==> src/rtl/ilkn_fs_pkg.sv <==
package ilkn_fs_pkg;

  typedef enum logic [1:0] {
    FS_RESET  = 2'd0,
    FS_SEARCH = 2'd1,
    FS_VERIFY = 2'd2,
    FS_LOCKED = 2'd3
  } fs_state_e;

  localparam logic [1:0]  HDR_CTRL  = 2'b10;
  localparam logic [63:0] SYNC_WORD = 64'h78F6_78F6_78F6_78F6;
  localparam logic [5:0]  TY_SYNC   = SYNC_WORD[63:58];
  localparam logic [5:0]  TY_SCR    = 6'h0A;
  localparam logic [5:0]  TY_SKIP   = 6'h07;
  localparam logic [5:0]  TY_DIAG   = 6'h19;

  typedef struct packed {
    logic hdr_bad;
    logic is_sync;
    logic sync_type;
    logic is_scr;
    logic is_skip;
    logic is_diag;
  } blk_cls_t;

  // Decode one coded block; bit 66 carries no meaning here.
  function automatic blk_cls_t classify(input logic [66:0] d);
    blk_cls_t c;
    logic ctl;
    ctl         = (d[65:64] == HDR_CTRL);
    c.hdr_bad   = (d[65] == d[64]);
    c.is_sync   = ctl && (d[63:0] == SYNC_WORD);
    c.sync_type = ctl && (d[63:58] == TY_SYNC);
    c.is_scr    = ctl && (d[63:58] == TY_SCR);
    c.is_skip   = ctl && (d[63:58] == TY_SKIP);
    c.is_diag   = ctl && (d[63:58] == TY_DIAG);
    return c;
  endfunction

  // SKIP slots follow the scrambler-state word.
  function automatic logic is_skip_slot(input int pos, input int skip_n);
    return (pos >= 2) && (pos < 2 + skip_n);
  endfunction

endpackage

==> src/rtl/ilkn_fs_decode.sv <==
module ilkn_fs_decode
  import ilkn_fs_pkg::*;
(
  input  logic [66:0] blk_data,
  output blk_cls_t    cls
);
  assign cls = classify(blk_data);
endmodule

==> src/rtl/ilkn_fs_position.sv <==
module ilkn_fs_position
  import ilkn_fs_pkg::*;
#(
  parameter int MF_LEN = 16,
  parameter int SKIP_N = 2
) (
  input  logic clk,
  input  logic rst_n,
  input  logic clear,
  input  logic load_one,
  input  logic advance,
  output logic at_first,
  output logic at_scr,
  output logic at_skip,
  output logic at_last
);
  localparam int PW = (MF_LEN > 1) ? $clog2(MF_LEN) : 1;
  localparam logic [PW-1:0] LAST = PW'(MF_LEN - 1);

  logic [PW-1:0] pos_q;

  always_ff @(posedge clk) begin
    if (!rst_n || clear) begin
      pos_q <= '0;
    end else if (load_one) begin
      pos_q <= PW'(1);
    end else if (advance) begin
      pos_q <= (pos_q == LAST) ? '0 : pos_q + 1'b1;
    end
  end

  assign at_first = (pos_q == '0);
  assign at_scr   = (pos_q == PW'(1));
  assign at_skip  = is_skip_slot(int'(pos_q), SKIP_N);
  assign at_last  = (pos_q == LAST);
endmodule

==> src/rtl/ilkn_fs_ctrl.sv <==
module ilkn_fs_ctrl
  import ilkn_fs_pkg::*;
#(
  parameter int LOCK_GOOD = 4,
  parameter int LOSE_BAD  = 4,
  parameter int LOSE_MF   = 3
) (
  input  logic      clk,
  input  logic      rst_n,
  input  logic      blk_valid,
  input  logic      blk_aligned,
  input  blk_cls_t  cls,
  input  logic      at_first,
  input  logic      at_scr,
  input  logic      at_last,
  output fs_state_e state_q,
  output logic      search_hit,
  output logic      advance,
  output logic      sync_chk,
  output logic      locked_take,
  output logic      mf_close_bad
);
  localparam int GW = $clog2(LOCK_GOOD + 1);
  localparam int BW = $clog2(LOSE_BAD + 1);
  localparam int MW = $clog2(LOSE_MF + 1);

  logic [GW-1:0] good_q;
  logic [BW-1:0] bad_q;
  logic [MW-1:0] mfrun_q;
  logic          acc_q;
  logic          take, framed, struct_bad, mf_close;

  assign take        = blk_valid && blk_aligned;
  assign framed      = (state_q == FS_VERIFY) || (state_q == FS_LOCKED);
  assign search_hit  = take && (state_q == FS_SEARCH) && cls.is_sync;
  assign advance     = take && framed;
  assign sync_chk    = advance && at_first;
  assign locked_take = take && (state_q == FS_LOCKED);
  assign struct_bad  = cls.hdr_bad || (at_scr && !cls.is_scr) ||
                       (at_last && !cls.is_diag) || (!at_first && cls.sync_type);
  assign mf_close     = locked_take && at_last;
  assign mf_close_bad = mf_close && (acc_q || struct_bad);

  always_ff @(posedge clk) begin
    if (!rst_n) begin
      state_q <= FS_RESET;
      good_q  <= '0;
      bad_q   <= '0;
      mfrun_q <= '0;
      acc_q   <= 1'b0;
    end else if (!blk_aligned) begin
      state_q <= FS_SEARCH;
      good_q  <= '0;
      bad_q   <= '0;
      mfrun_q <= '0;
      acc_q   <= 1'b0;
    end else begin
      if (advance) acc_q <= at_first ? 1'b0 : (acc_q || struct_bad);
      unique case (state_q)
        FS_RESET: state_q <= FS_SEARCH;
        FS_SEARCH: if (search_hit) begin
          state_q <= FS_VERIFY;
          good_q  <= GW'(1);
        end
        FS_VERIFY: if (sync_chk) begin
          if (!cls.is_sync) begin
            state_q <= FS_SEARCH;
            good_q  <= '0;
          end else if (good_q == GW'(LOCK_GOOD - 1)) begin
            state_q <= FS_LOCKED;
            bad_q   <= '0;
            mfrun_q <= '0;
          end else begin
            good_q <= good_q + 1'b1;
          end
        end
        FS_LOCKED: begin
          if (sync_chk) begin
            if (cls.is_sync) bad_q <= '0;
            else if (bad_q == BW'(LOSE_BAD - 1)) state_q <= FS_SEARCH;
            else bad_q <= bad_q + 1'b1;
          end
          if (mf_close) begin
            if (!mf_close_bad) mfrun_q <= '0;
            else if (mfrun_q == MW'(LOSE_MF - 1)) state_q <= FS_SEARCH;
            else mfrun_q <= mfrun_q + 1'b1;
          end
        end
        default: state_q <= FS_RESET;
      endcase
    end
  end
endmodule

==> src/rtl/ilkn_mframe_sync.sv <==
module ilkn_mframe_sync
  import ilkn_fs_pkg::*;
#(
  parameter int MF_LEN    = 16,
  parameter int SKIP_N    = 2,
  parameter int LOCK_GOOD = 4,
  parameter int LOSE_BAD  = 4,
  parameter int LOSE_MF   = 3
) (
  input  logic        clk,
  input  logic        rst_n,
  input  logic        blk_valid,
  input  logic [66:0] blk_data,
  input  logic        blk_aligned,
  output logic        mframe_sop,
  output logic        fr_locked,
  output logic        mframe_err,
  output logic        sync_word_err,
  output logic        skip_misplaced,
  output logic        skip_missing
);
  blk_cls_t  cls_w;
  fs_state_e state_w;
  logic at_first_w, at_scr_w, at_skip_w, at_last_w;
  logic search_hit_w, advance_w, sync_chk_w, locked_take_w, mf_close_bad_w;

  ilkn_fs_decode u_dec (.blk_data(blk_data), .cls(cls_w));

  ilkn_fs_position #(.MF_LEN(MF_LEN), .SKIP_N(SKIP_N)) u_pos (
    .clk(clk), .rst_n(rst_n), .clear(!blk_aligned),
    .load_one(search_hit_w), .advance(advance_w),
    .at_first(at_first_w), .at_scr(at_scr_w),
    .at_skip(at_skip_w), .at_last(at_last_w)
  );

  ilkn_fs_ctrl #(.LOCK_GOOD(LOCK_GOOD), .LOSE_BAD(LOSE_BAD), .LOSE_MF(LOSE_MF)) u_ctl (
    .clk(clk), .rst_n(rst_n), .blk_valid(blk_valid), .blk_aligned(blk_aligned),
    .cls(cls_w), .at_first(at_first_w), .at_scr(at_scr_w), .at_last(at_last_w),
    .state_q(state_w), .search_hit(search_hit_w), .advance(advance_w),
    .sync_chk(sync_chk_w), .locked_take(locked_take_w), .mf_close_bad(mf_close_bad_w)
  );

  assign fr_locked = (state_w == FS_LOCKED);

  always_ff @(posedge clk) begin
    if (!rst_n) begin
      mframe_sop     <= 1'b0;
      mframe_err     <= 1'b0;
      sync_word_err  <= 1'b0;
      skip_misplaced <= 1'b0;
      skip_missing   <= 1'b0;
    end else begin
      mframe_sop     <= search_hit_w || sync_chk_w;
      mframe_err     <= mf_close_bad_w;
      skip_misplaced <= locked_take_w && cls_w.is_skip && !at_skip_w;
      skip_missing   <= locked_take_w && at_skip_w && !cls_w.is_skip;
      if (!blk_aligned) sync_word_err <= 1'b1;
      else if (sync_chk_w) sync_word_err <= !cls_w.is_sync;
    end
  end
endmodule

==> config.mk <==
export PLATFORM = sky130hd
export DESIGN_NAME = ilkn_mframe_sync
export DESIGN_NICKNAME = d
export VERILOG_FILES = /design/src/rtl/ilkn_fs_pkg.sv /design/src/rtl/ilkn_fs_decode.sv /design/src/rtl/ilkn_fs_position.sv /design/src/rtl/ilkn_fs_ctrl.sv /design/src/rtl/ilkn_mframe_sync.sv
export SDC_FILE = /design/constraint.sdc
export NUM_CORES = 1
export LEC_CHECK = 0
export ABC_AREA = 1
export BUFFER_PORTS_ARGS = -buffer_cell sky130_fd_sc_hd__buf_2
export CORE_ASPECT_RATIO = 1.2
export CORE_MARGIN = 5
export CORE_UTILIZATION = 40
export DETAILED_ROUTE_END_ITERATION = 16
export GPL_ROUTABILITY_DRIVEN = 0
export GPL_TIMING_DRIVEN = 0
export HOLD_SLACK_MARGIN = 0.06
export PLACE_DENSITY = 0.84
export SLEW_MARGIN = 0
export SYNTH_ARGS = -nofsm -noshare
export SYNTH_HDL_FRONTEND = slang
export SYNTH_SLANG_ARGS = --single-unit
==> constraint.sdc <==
create_clock -name clk -period 1.54 [get_ports clk]
set_clock_uncertainty 0.05 [all_clocks]
set_input_delay 0.308 -clock clk [delete_from_list [all_inputs] [get_ports clk]]
set_output_delay 0.308 -clock clk [all_outputs]
set_load 0.05 [all_outputs]
# Word-level counts from Yosys, hierarchy flattened

Cells that the tools add are included.

Register bits: 20

$add $sub $neg: 4
Muxes and demuxes: 37
Eq/ne operators: 29
Reductions and logical operators: 48
$lt $le $gt $ge: 2

Operator list:

| operator               | number |
|---|---|
| $eq A64 B63 Y1 const B | 1 |
| $mux W2                | 16 |
| $mux W3                | 10 |
| $logic_and A1 B1 Y1    | 21 |
| $ne A3 B3 Y1 const B   | 5 |
| $eq A6 B5 Y1 const B   | 2 |
| $pmux W3 S2            | 2 |
| $reduce_and A6 Y1      | 2 |
| $eq A2 B2 Y1 const B   | 4 |
| $logic_not A1 Y1       | 8 |
| $ne A2 B1 Y1 const B   | 4 |
| $pmux W2 S4            | 1 |
| $logic_or A1 B1 Y1     | 7 |
| $add A3 B1 Y3 const B  | 2 |
| $eq A3 B2 Y1 const B   | 2 |
| $eq A6 B3 Y1 const B   | 1 |
| $eq A6 B4 Y1 const B   | 1 |
| $mux W1                | 6 |
| $ne A2 B2 Y1 const B   | 3 |
| $reduce_and A3 Y1      | 2 |
| $reduce_bool A2 Y1     | 3 |
| $add A4 B1 Y4 const B  | 1 |
| $eq A4 B1 Y1 const B   | 1 |
| $eq A4 B4 Y1 const B   | 1 |
| other kinds (14)       | 14 |

# Depth between registers and ports, before layout

Gate-level depths: netlist of run 1.

Depth in word-level cells: 13
Mapped depth: 14
Mapped depth without buffers: 14

# By module

From an unflattened synthesis of run 1, not the netlist that was laid out.

Cell total of the unflattened synthesis: 286
Area, all modules: 1760.4 µm²

Modules (own cells, without submodules):

| module           | cells each | times used | area each (µm²) | sequential area each (µm²) |
|---|---|---|---|---|
| ilkn_fs_ctrl     | 132        | 1          | 919.6           | 220.2 |
| ilkn_fs_decode   | 85         | 1          | 377.9           | 0.0 |
| ilkn_fs_position | 45         | 1          | 285.3           | 80.1 |
| ilkn_mframe_sync | 24         | 1          | 177.7           | 100.1 |

# Worst setup path after synthesis of run 1

No wires, ideal clock.

Path type: input port to flip-flop
Start: in blk_data[64]
End: reg u_ctl.bad_q[0]
Library setup time: 0.115 ns
Path slack: -0.095 ns
Stages: 14
Arrival time: 1.470 ns
Cells stage by stage: inv_1 -> ha_1 -> nand2_1 -> nor2_1 -> nand3b_1 -> nor2_2 -> nand3_2 -> buf_6 -> nand2_1 -> nand2_1 -> nand2_2 -> nand3_1 -> nand2_1 -> nor2_1

Cells in the longest elaborated chain, start to end: 5
Elaborated cells between the ends (all ways): 8
Classes of those cells: eq/ne: 3; mux: 3; reduce/logical: 2

RTL lines:

| item                  | RTL line               | RTL |
|---|---|---|
| start, declared       | ilkn_mframe_sync.sv:13 | `input logic [66:0] blk_data,` |
| $eq A2 B2 Y1 *        | ilkn_fs_pkg.sv:30      | `ctl = (d[65:64] == HDR_CTRL);` |
| $logic_and A1 B1 Y1 * | ilkn_fs_pkg.sv:32      | `c.is_sync = ctl && (d[63:0] == SYNC_WORD);` |
| $mux W3               | ilkn_fs_ctrl.sv:79     | `if (cls.is_sync) bad_q <= '0;` |
| $mux W3               | ilkn_fs_ctrl.sv:78     | `if (sync_chk) begin` |
| $pmux W3 S2           | ilkn_fs_ctrl.sv:59     | `unique case (state_q)` |
| end signal, assigned  | ilkn_fs_ctrl.sv:81     | `else bad_q <= bad_q + 1'b1;` |
| end, declared         | ilkn_fs_ctrl.sv:28     | `logic [BW-1:0] bad_q;` |

Mark *: on every way between the ends. The rest lies on a longest branch, timed or not. The select of a mux whose other input is x is not followed.
A chain may end at the register's enable or synchronous reset.

# Final worst setup path of run 1

Start: reg u_pos.pos_q[1]
End: reg u_ctl.state_q[1]

Cells in the longest elaborated chain, start to end: 10
Elaborated cells between the ends (all ways): 21
Classes of those cells: eq/ne: 3; mux: 5; reduce/logical: 13

RTL lines:

| item                             | RTL line               | RTL |
|---|---|---|
| start, declared                  | ilkn_fs_position.sv:20 | `logic [PW-1:0] pos_q;` |
| start signal, assigned           | ilkn_fs_position.sv:28 | `pos_q <= (pos_q == LAST) ? '0 : pos_q + 1'b1;` |
| $eq A4 B1 Y1                     | ilkn_fs_position.sv:33 | `assign at_scr = (pos_q == PW'(1));` |
| $logic_and A1 B1 Y1              | ilkn_fs_ctrl.sv:39     | `assign struct_bad = cls.hdr_bad \|\| (at_scr && !cls.is_scr) \|\|` |
| $logic_or A1 B1 Y1 (2 in series) | ilkn_fs_ctrl.sv:39     |  |
| $logic_or A1 B1 Y1               | ilkn_fs_ctrl.sv:40     | `(at_last && !cls.is_diag) \|\| (!at_first && cls.sync_type);` |
| $logic_or A1 B1 Y1               | ilkn_fs_ctrl.sv:42     | `assign mf_close_bad = mf_close && (acc_q \|\| struct_bad);` |
| $logic_and A1 B1 Y1              | ilkn_fs_ctrl.sv:42     |  |
| $mux W2                          | ilkn_fs_ctrl.sv:84     | `if (!mf_close_bad) mfrun_q <= '0;` |
| $mux W2                          | ilkn_fs_ctrl.sv:83     | `if (mf_close) begin` |
| $pmux W2 S4                      | ilkn_fs_ctrl.sv:59     |  |
| end signal, assigned             | ilkn_fs_ctrl.sv:60     | `FS_RESET: state_q <= FS_SEARCH;` |
| end signal, assigned             | ilkn_fs_ctrl.sv:62     | `state_q <= FS_VERIFY;` |
| end signal, assigned             | ilkn_fs_ctrl.sv:85     | `else if (mfrun_q == MW'(LOSE_MF - 1)) state_q <= FS_SEARCH;` |
| end, declared                    | ilkn_fs_ctrl.sv:16     | `output fs_state_e state_q,` |

Several ways; a longest one is shown, not always the timed one.

==> out/summary.txt, run 1 <==
Commonest non-fill, non-tap cell in the layout -> buf_2
Routed WL -> 5370 um
Tightest Hold Check Type -> in2reg
Via count of the first global-routing pass -> 2094
Die ar. -> 0.00564 sq mm
Req. time, crit path -> 1.65 ns
Net count after synthesis -> 364
Number of diodes -> 0
Antenna violations before repair -> 0
Clock insertion delay at the later pin of the skew report -> 0.27 ns
Ports placed on the boundary -> 77
EDFF count, synth -> 0
Area added between synthesis and finish -> 50.4%
Combined global-route utilization of all metal layers -> 18.3%
Fin area -> 0.00254 sq mm
Detailed placement HPWL -> 4060 um
Nets -> 454
Outcome -> complete, but fails checks
Biggest fanout along the worst timing path -> 4
Netlist area before placement -> 0.00169 sq mm
Number of cells produced by synthesis -> 284
Min Clock Period, post-route -> 1.63 ns
Die Width -> 69.4 um
Number of sinks driven by the clock tree -> 20
CTS clk-pin slew, worst paths -> 0.08 ns
Port Buffers -> 75
Antenna Violating Nets Remaining -> 0
Pin count of the biggest net entering global routing -> 12
Worst setup EP type -> flip-flop
Global route total overflow -> 0
Cell area power density -> 485 mW/mm^2
Maximum level of the CTS H-tree -> 1
Startpoint types -> flip-flop
Wire length of the first global-routing pass -> 8560 um
Relative slew margins -> 76.7%
Num rows -> 26
Clock tree from TritonCTS -> done
Count of endpoints failing hold in the final timing report -> 0
Max Freq -> 615 MHz
Number of unique standard cell types used by synthesis -> 31
Area of the multi-input gates -> 0.00130 sq mm
Unrepaired setup endpoints after global routing -> true
Prevailing post-synth register cell -> dfxtp_1
Arrival time at the worst endpoint -> 1.74 ns
Number of register bits inferred by synthesis -> 20
Detailed Routing Iterations Pass 1 -> 4
Ys async rst share -> 0%
Clk root buf -> clkbuf_8
Post-layout power -> 1.23 mW
Instance count along the most critical hold path -> 2
Average size of a mapped cell -> 5.96 sq um
Layout filler cell count -> 375
Share of the yosys chip area belonging to registers -> 23.7%
Starting density of the core -> 40.6%
Number of setup violations in the final report -> 5
Num CTS Buffers -> 3
Slew Viols, Final -> 0
Total vias in the final route -> 2151
Count of non-filler cells in the finished layout -> 429
Post-Place Cells -> 415
Drt drc -> 0
Count of maximum capacitance violations -> 0
Final setup margin -> -0.0869 ns
Total negative slack for setup checks -> -0.216 ns
Period utilization -> 106%
Y dimension of the die -> 81.2 um
DRC marker count from the first detailed-route iteration -> 54
Share of layout cells above drive strength 1 -> 41.3%
Number of cells on the worst reg-to-reg path -> 13
Worst ir drop on vdd -> 0.338 mV
Most frequent cells in the layout -> 73 x buf_2, 53 x nand2_1, 47 x nor2_1
Worst hold slack after final layout -> 0.264 ns
Number of warnings printed during yosys synthesis -> 0
Pleak -> 1.22 nW
Number of buffers on the longest clock path -> 2
Ratio of routed vias to standard cells -> 5.01
Failing checks -> setup timing
Register area -> 408 sq um
Standard cell area after detailed placement -> 0.00219 sq mm
Area of the core -> 0.00416 sq mm
Transition time of the tightest slew-check pin -> 0.347 ns
Mean routed wirelength per cell -> 12.5 um
Setup Crit Path Kind -> reg2reg
[routing by layer]
metal | routed length (um) | GRT usage (%) | vias to the layer above
met3 | 405 | 5.07 | 9
met2 | 2760 | 35.3 | 81
met5 | 0 | 0 | -
met1 | 2100 | 19.0 | 969
met4 | 103 | 6.25 | 0
li1 | - | - | 1092
[cell families after synthesis]
family / synth area share (%)
flops: 23.7
compound gates: 9.10
fa+ha+maj: 6.66
buf+inv: 12.1
simple gates: 48.5
[final cells by class]
cell class | instances | share of cell area, %
Buffer | 1 | 0.443
Clock buffer | 4 | 2.16
Inverter | 51 | 8.61
Multi-Input combinational cell | 212 | 51.2
Sequential cell | 20 | 16.0
Tap cell | 56 | 2.75
Timing Repair Buffer | 85 | 18.8
[synth_stat cells, types with 2 or more instances]
| master | count | area (sq um) |
|---|---|---|
| o21ai_0 | 9 | 45.0 |
| nor2_1 | 54 | 203 |
| nand3_1 | 18 | 90.1 |
| ha_1 | 9 | 113 |
| inv_1 | 48 | 180 |
| nand2_2 | 2 | 12.5 |
| nand4_1 | 13 | 81.3 |
| dfxtp_1 | 20 | 400 |
| nor3_1 | 4 | 20.0 |
| nand2_1 | 64 | 240 |
| nand3_2 | 2 | 20.0 |
| a21oi_1 | 15 | 75.1 |
| nand3b_1 | 6 | 45.0 |
| nor4_1 | 2 | 12.5 |
| nor2_2 | 2 | 12.5 |
[worst paths after layout]
kind | startpoint | endpoint | slack, ns
worst max-delay path | u_pos.pos_q[1] | u_ctl.state_q[1] | -0.09
worst max register to register | u_pos.pos_q[1] | u_ctl.state_q[1] | -0.09
worst min register to register | u_ctl.mfrun_q[1] | u_ctl.mfrun_q[1] | 0.41
worst min-delay path | blk_aligned | u_ctl.state_q[0] | 0.26
[critical path, stage by stage, from the launching register on]
cell and delay, ns:
dfxtp_4 0.37, inv_4 0.07, ha_1 0.14, inv_1 0.04
nor2_1 0.13, o21ai_0 0.12, nand2_1 0.09, inv_2 0.04
nand2_4 0.08, nand3_4 0.09, nand3_2 0.08, nand3_2 0.06
nand2_1 0.08, a21oi_2 0.06
[registers in the layout, summed over array words and instances (netlist names)]
name	count
u_ctl.state_q	2
skip_misplaced	1
skip_missing	1
u_ctl.bad_q	3
mframe_err	1
sync_word_err	1
u_ctl.acc_q	1
mframe_sop	1
u_pos.pos_q	4
u_ctl.good_q	3
u_ctl.mfrun_q	2
[power by group]
| group | internal (mW) | total, mW | switching (mW) |
|---|---|---|---|
| clock network | 0.229 | 0.421 | 0.192 |
| registers | 0.520 | 0.525 | 0.00472 |
| logic | 0.131 | 0.289 | 0.159 |
| total | 0.879 | 1.23 | 0.356 |
[through the flow]
step	util (%)	setup WS, ns
finish	61.1	-0.0869
global route	61.1	-0.165
CTS	58.5	-0.0582
detailed placement	52.7	-0.330
global placement	52.7	-0.328
floorplan	-	-0.0153
[repair_timing]
action                                  in CTS  in global routing
endpoints found under the setup margin      11                 12
pin swaps                                   13                  9
cloned                                       1                  0
hold buffers                                 0                  0
gates resized for setup                     41                 27
setup buffers                                7                  2
Note: power is estimated with default switching activity, not from simulation.
==> inputs of run 2 (changes only) <==
--- a/config.mk
+++ b/config.mk
@@ -10,6 +10,7 @@
 export CORE_ASPECT_RATIO = 1.2
 export CORE_MARGIN = 5
 export CORE_UTILIZATION = 40
+export CTS_BUF_LIST = sky130_fd_sc_hd__clkbuf_2
 export DETAILED_ROUTE_END_ITERATION = 16
 export GPL_ROUTABILITY_DRIVEN = 0
 export GPL_TIMING_DRIVEN = 0
==> run 2 against run 1 <==
Net effect: the flow still finishes with violations (setup timing); count of clock-buffer cells in the layout shrank 1; sequential cell count is the same; cell count up 1.4%; non-clock buffer count increased by 6; first-iteration DRC count rose by 19%; core utilization increased by 1.4 points; setup slack got worse by 0.0029 ns; highest routed layer unchanged.
==> out/summary.txt, run 2 (synthesized netlist as in run 1, its figures left out) <==
Outcome -> complete, but fails checks
Failing checks -> setup timing
Startpoint types -> flip-flop
Setup Crit Path Kind -> reg2reg
Largest incremental delay on the critical path -> 0.42 ns
Req. time, crit path -> 1.82 ns
DRC marker count from the first detailed-route iteration -> 64
Drt drc -> 0
Slew Viols, Final -> 0
Count of maximum capacitance violations -> 0
Arrival time at the worst endpoint -> 1.91 ns
Pin count of the biggest net entering global routing -> 12
Clk root buf -> clkbuf_2
Transition time of the tightest slew-check pin -> 0.356 ns
Cells along the critical path -> ha_4 > inv_4 > nor3_4 > buf_4 > a21oi_4 > nand2_4 > nand3_4 > nand4_4 > buf_6 > a21oi_2
Area of the core -> 0.00416 sq mm
Worst setup EP type -> flip-flop
Global route total overflow -> 0
Num CTS Buffers -> 3
Clock tree from TritonCTS -> done
Die Width -> 69.4 um
Mean routed wirelength per cell -> 13.3 um
Fin area -> 0.00260 sq mm
Antenna Violating Nets Remaining -> 0
Registers with the most flip-flops -> u_pos.pos_q (4), u_ctl.bad_q (3), u_ctl.good_q (3)
Total negative slack for setup checks -> -0.244 ns
Relative slew margins -> 76.1%
Number of diodes -> 0
R2r setup slk -> -0.09 ns
Final setup margin -> -0.0898 ns
Num rows -> 26
Ports placed on the boundary -> 77
Unrepaired setup endpoints after global routing -> true
Worst ir drop on vdd -> 0.235 mV
Final core utilization -> 62.5%
Number of sinks driven by the clock tree -> 20
Port Buffers -> 75
Number of buffers on the longest clock path -> 2
Clock insertion delay at the later pin of the skew report -> 0.37 ns
Period utilization -> 106%
Standard cell area after detailed placement -> 0.00219 sq mm
Combined global-route utilization of all metal layers -> 18.9%
Routed WL -> 5800 um
Via count of the first global-routing pass -> 2090
Max Freq -> 614 MHz
Most frequent cells in the layout -> 73 x buf_2, 55 x nand2_1, 44 x nor2_1
Commonest non-fill, non-tap cell in the layout -> buf_2
Ratio of routed vias to standard cells -> 5.14
Starting density of the core -> 40.6%
Post-layout power -> 1.08 mW
Pleak -> 1.24 nW
Area added between synthesis and finish -> 53.8%
Flip-flop count of the largest register, all copies and words added -> 4
Die ar. -> 0.00564 sq mm
Y dimension of the die -> 81.2 um
Tightest Hold Check Type -> in2reg
Most flops, register -> u_pos.pos_q
Cell area power density -> 415 mW/mm^2
CTS clk-pin slew, worst paths -> 0.22 ns
Detailed placement HPWL -> 4060 um
Biggest fanout along the worst timing path -> 4
Share of layout cells above drive strength 1 -> 43.5%
Number of setup violations in the final report -> 3
CP max-delay cell -> dfxtp_4
DP Worst Slack -> -0.330 ns
Detailed Routing Iterations Pass 1 -> 4
Min Clock Period, post-route -> 1.63 ns
Wire length of the first global-routing pass -> 8780 um
Total vias in the final route -> 2237
Antenna violations before repair -> 0
Nets -> 460
Count of endpoints failing hold in the final timing report -> 0
Maximum level of the CTS H-tree -> 1
==> run 2: layout make-up <==
type,instances,area (sq um)
buffer,1,15.0
timing repair buffer,91,527
multi-input combinational,212,1340
clock inverter,1,3.75
fill,363,1560
inverter,51,224
tap,56,70.1
sequential,20,410
clock buffer,3,15.0
==> run 2: metal layers <==
| layer | vias up | track usage, % | part of all wire (%) |
|---|---|---|---|
| met2 | 103 | 36.1 | 51 |
| met5 | - | 0 | 0 |
| li1 | 1103 | - | - |
| met4 | 0 | 7.42 | 3.4 |
| met1 | 1008 | 19.4 | 38 |
| met3 | 23 | 5.57 | 7.3 |
==> run 2: final timing paths <==
check,endpoint,from,depth (start not counted)
setup reg to reg,u_ctl.mfrun_q[1],u_pos.pos_q[0],10
setup / recovery,u_ctl.mfrun_q[1],u_pos.pos_q[0],10
hold reg to reg,u_ctl.good_q[1],u_ctl.good_q[1],2
hold / removal,u_ctl.state_q[0],blk_aligned,2
==> run 2: critical path, delay by kind of cell (launching register included) <==
family / cells / cell delay, ns
buffers and inverters: 3 / 0.35
adder cells (fa/ha/maj): 1 / 0.17
AND/OR/NAND/NOR: 4 / 0.33
AO/OA/AOI/OAI: 2 / 0.26
flip-flops: 1 / 0.42
==> run 2: repair_timing <==
item / CTS / global route
setup buffers: 9 / 9
resized for setup: 38 / 51
hold buffers: 0 / 0
endpoints found under the setup margin: 9 / 13
pin swaps: 12 / 24
==> run 2: power by group <==
group | switching, mW | total (mW) | internal [mW]
Sequential | 0.00572 | 0.528 | 0.522
Clock | 0.195 | 0.251 | 0.0563
Combinational | 0.165 | 0.300 | 0.136
Total | 0.365 | 1.08 | 0.714
==> run 2: per-stage QoR <==
stage | std cells | hold slack, ns
2_1_floorplan | 284 | 0.354
3_3_place_gp | 415 | 0.385
3_5_place_dp | 415 | 0.396
4_1_cts | 428 | 0.158
5_1_grt | 435 | 0.122
6_report | 435 | 0.115
==> inputs of run 3 (changes only) <==
--- a/config.mk
+++ b/config.mk
@@ -15,7 +15,7 @@
 export GPL_ROUTABILITY_DRIVEN = 0
 export GPL_TIMING_DRIVEN = 0
 export HOLD_SLACK_MARGIN = 0.06
-export PLACE_DENSITY = 0.84
+export PLACE_DENSITY = 0.73
 export SLEW_MARGIN = 0
 export SYNTH_ARGS = -nofsm -noshare
 export SYNTH_HDL_FRONTEND = slang
==> run 3 against run 2 <==
Net effect: the flow still finishes with violations (setup timing); sequential power about the same; worst hold slack improved by 0.060 ns; sequential cell count unchanged; core utilization decreased by 2.3 points; cell count decreased by 1.6%; total power increased by 10%; critical path depth unchanged; setup slack got worse by 0.0011 ns; combinational power decreased by 10%; via count decreased by 6.7%; first-iteration DRC count decreased by 33%; largest cell class unchanged; highest routed layer unchanged.
==> out/summary.txt, run 3 (synthesized netlist as in run 1, its figures left out) <==
Outcome -> complete, but fails checks
Failing checks -> setup timing
Maximum level of the CTS H-tree -> 1
Detailed Routing Iterations Pass 1 -> 4
Min Clock Period, post-route -> 1.63 ns
Starting density of the core -> 40.6%
Setup Crit Path Kind -> reg2reg
Period utilization -> 106%
Count of non-filler cells in the finished layout -> 428
Area added between synthesis and finish -> 48.2%
Startpoint types -> flip-flop
Commonest non-fill, non-tap cell in the layout -> buf_2
Routed WL -> 4950 um
DRC marker count from the first detailed-route iteration -> 43
Detailed placement HPWL -> 3770 um
Biggest fanout along the worst timing path -> 4
Number of diodes -> 0
Mean routed wirelength per cell -> 11.6 um
Post-layout power -> 1.19 mW
Global route total overflow -> 0
Number of sinks driven by the clock tree -> 20
Most frequent cells in the layout -> 73 x buf_2, 57 x nand2_1, 47 x nor2_1
Number of buffers on the longest clock path -> 2
Die ar. -> 0.00564 sq mm
Worst setup EP type -> flip-flop
Wire length of the first global-routing pass -> 7420 um
Final setup margin -> -0.0909 ns
Slew Viols, Final -> 0
Arrival time at the worst endpoint -> 1.83 ns
Pleak -> 1.20 nW
Area of the core -> 0.00416 sq mm
Most flops, register -> u_pos.pos_q
Post-Place Cells -> 415
Final core utilization -> 60.2%
Unrepaired setup endpoints after global routing -> true
Register area -> 409 sq um
Number of setup violations in the final report -> 3
Transition time of the tightest slew-check pin -> 0.352 ns
Ratio of routed vias to standard cells -> 4.88
Clock tree from TritonCTS -> done
Ports placed on the boundary -> 77
Antenna Violating Nets Remaining -> 0
Registers with the most flip-flops -> u_pos.pos_q (4), u_ctl.bad_q (3), u_ctl.good_q (3)
Drt drc -> 0
Nets -> 453
Worst ir drop on vdd -> 0.420 mV
Max Freq -> 613 MHz
Count of endpoints failing hold in the final timing report -> 0
Pin count of the biggest net entering global routing -> 13
Clk root buf -> clkbuf_2
CTS clk-pin slew, worst paths -> 0.19 ns
Antenna violations before repair -> 0
Num rows -> 26
Count of maximum capacitance violations -> 0
Via count of the first global-routing pass -> 1840
Area of the multi-input gates -> 0.00127 sq mm
Relative slew margins -> 76.4%
Num CTS Buffers -> 3
Total vias in the final route -> 2087
Layout filler cell count -> 420
Y dimension of the die -> 81.2 um
Die Width -> 69.4 um
Tightest Hold Check Type -> in2reg
Req. time, crit path -> 1.74 ns
Flip-flop count of the largest register, all copies and words added -> 4
Clock insertion delay at the later pin of the skew report -> 0.33 ns
Share of layout cells above drive strength 1 -> 39.0%
Combined global-route utilization of all metal layers -> 15.6%
Cell area power density -> 476 mW/mm^2
Port Buffers -> 75
## run 3: cell types whose count changed in the layout (fill, tap and decap cells not counted), sizes merged
cell / previous run / this run
clkbuf: 3 / 4
bufinv: 0 / 1
clkinv: 3 / 2
buf: 92 / 84
## run 3: per-layer routing
metal  track usage, %  vias to the layer above  routed length, um
met2             29.3                       70               2500
met4             5.27                        0                 61
li1                 -                     1090                  -
met5                0                        -                  0
met3             3.09                        7                341
met1             17.6                      920               2040
## run 3: final timing paths
| path | from | to | slack [ns] | cells after the start |
|---|---|---|---|---|
| max | u_pos.pos_q[0] | u_ctl.mfrun_q[0] | -0.09 | 10 |
| min | blk_aligned | u_ctl.state_q[0] | 0.17 | 2 |
| max reg2reg | u_pos.pos_q[0] | u_ctl.mfrun_q[0] | -0.09 | 10 |
| min reg2reg | u_ctl.good_q[1] | u_ctl.good_q[1] | 0.42 | 2 |
## run 3: area by class of cell
cell class | count | area share (%)
Clock inverter | 1 | 1.20
Clock buffer | 3 | 0.599
Multi-Input combinational cell | 212 | 50.9
Inverter | 51 | 8.74
Timing Repair Buffer | 84 | 18.9
Tap cell | 56 | 2.80
Buffer | 1 | 0.599
Sequential cell | 20 | 16.3
## run 3: repair_timing
| item | in CTS | in global routing |
|---|---|---|
| pin swaps | 12 | 11 |
| cloned | 0 | 1 |
| gates resized for setup | 25 | 33 |
| buffers inserted | 5 | 3 |
| hold buffers | 0 | 0 |
| endpoints found under the setup margin | 9 | 11 |
## run 3: worst max-delay path, cell delays in order, from the launching register on
cell	delay, ns
dfxtp_4	0.41
ha_4	0.17
inv_4	0.06
nor3_4	0.04
buf_4	0.14
a21oi_2	0.13
nand2_2	0.12
nand3_4	0.11
nand4_4	0.13
o21ai_2	0.14
a21oi_1	0.05
## run 3: report_power, final
group	internal, mW	leakage [nW]	switching, mW
registers	0.522	0.164	0.00495
clock network	0.224	0.0266	0.172
logic	0.122	1.01	0.148
total	0.868	1.20	0.324
## run 3: through the flow
step | hold slack (ns) | setup WS [ns] | cell area (sq um) | TNS (ns)
after global routing | 0.154 | -0.162 | 2510 | -0.565
after global placement | 0.384 | -0.340 | 2190 | -3.44
after detailed placement | 0.393 | -0.365 | 2190 | -3.74
after floorplan | 0.354 | -0.0153 | 1750 | -0.0173
final | 0.175 | -0.0909 | 2510 | -0.215
after CTS | 0.163 | -0.0771 | 2360 | -0.171
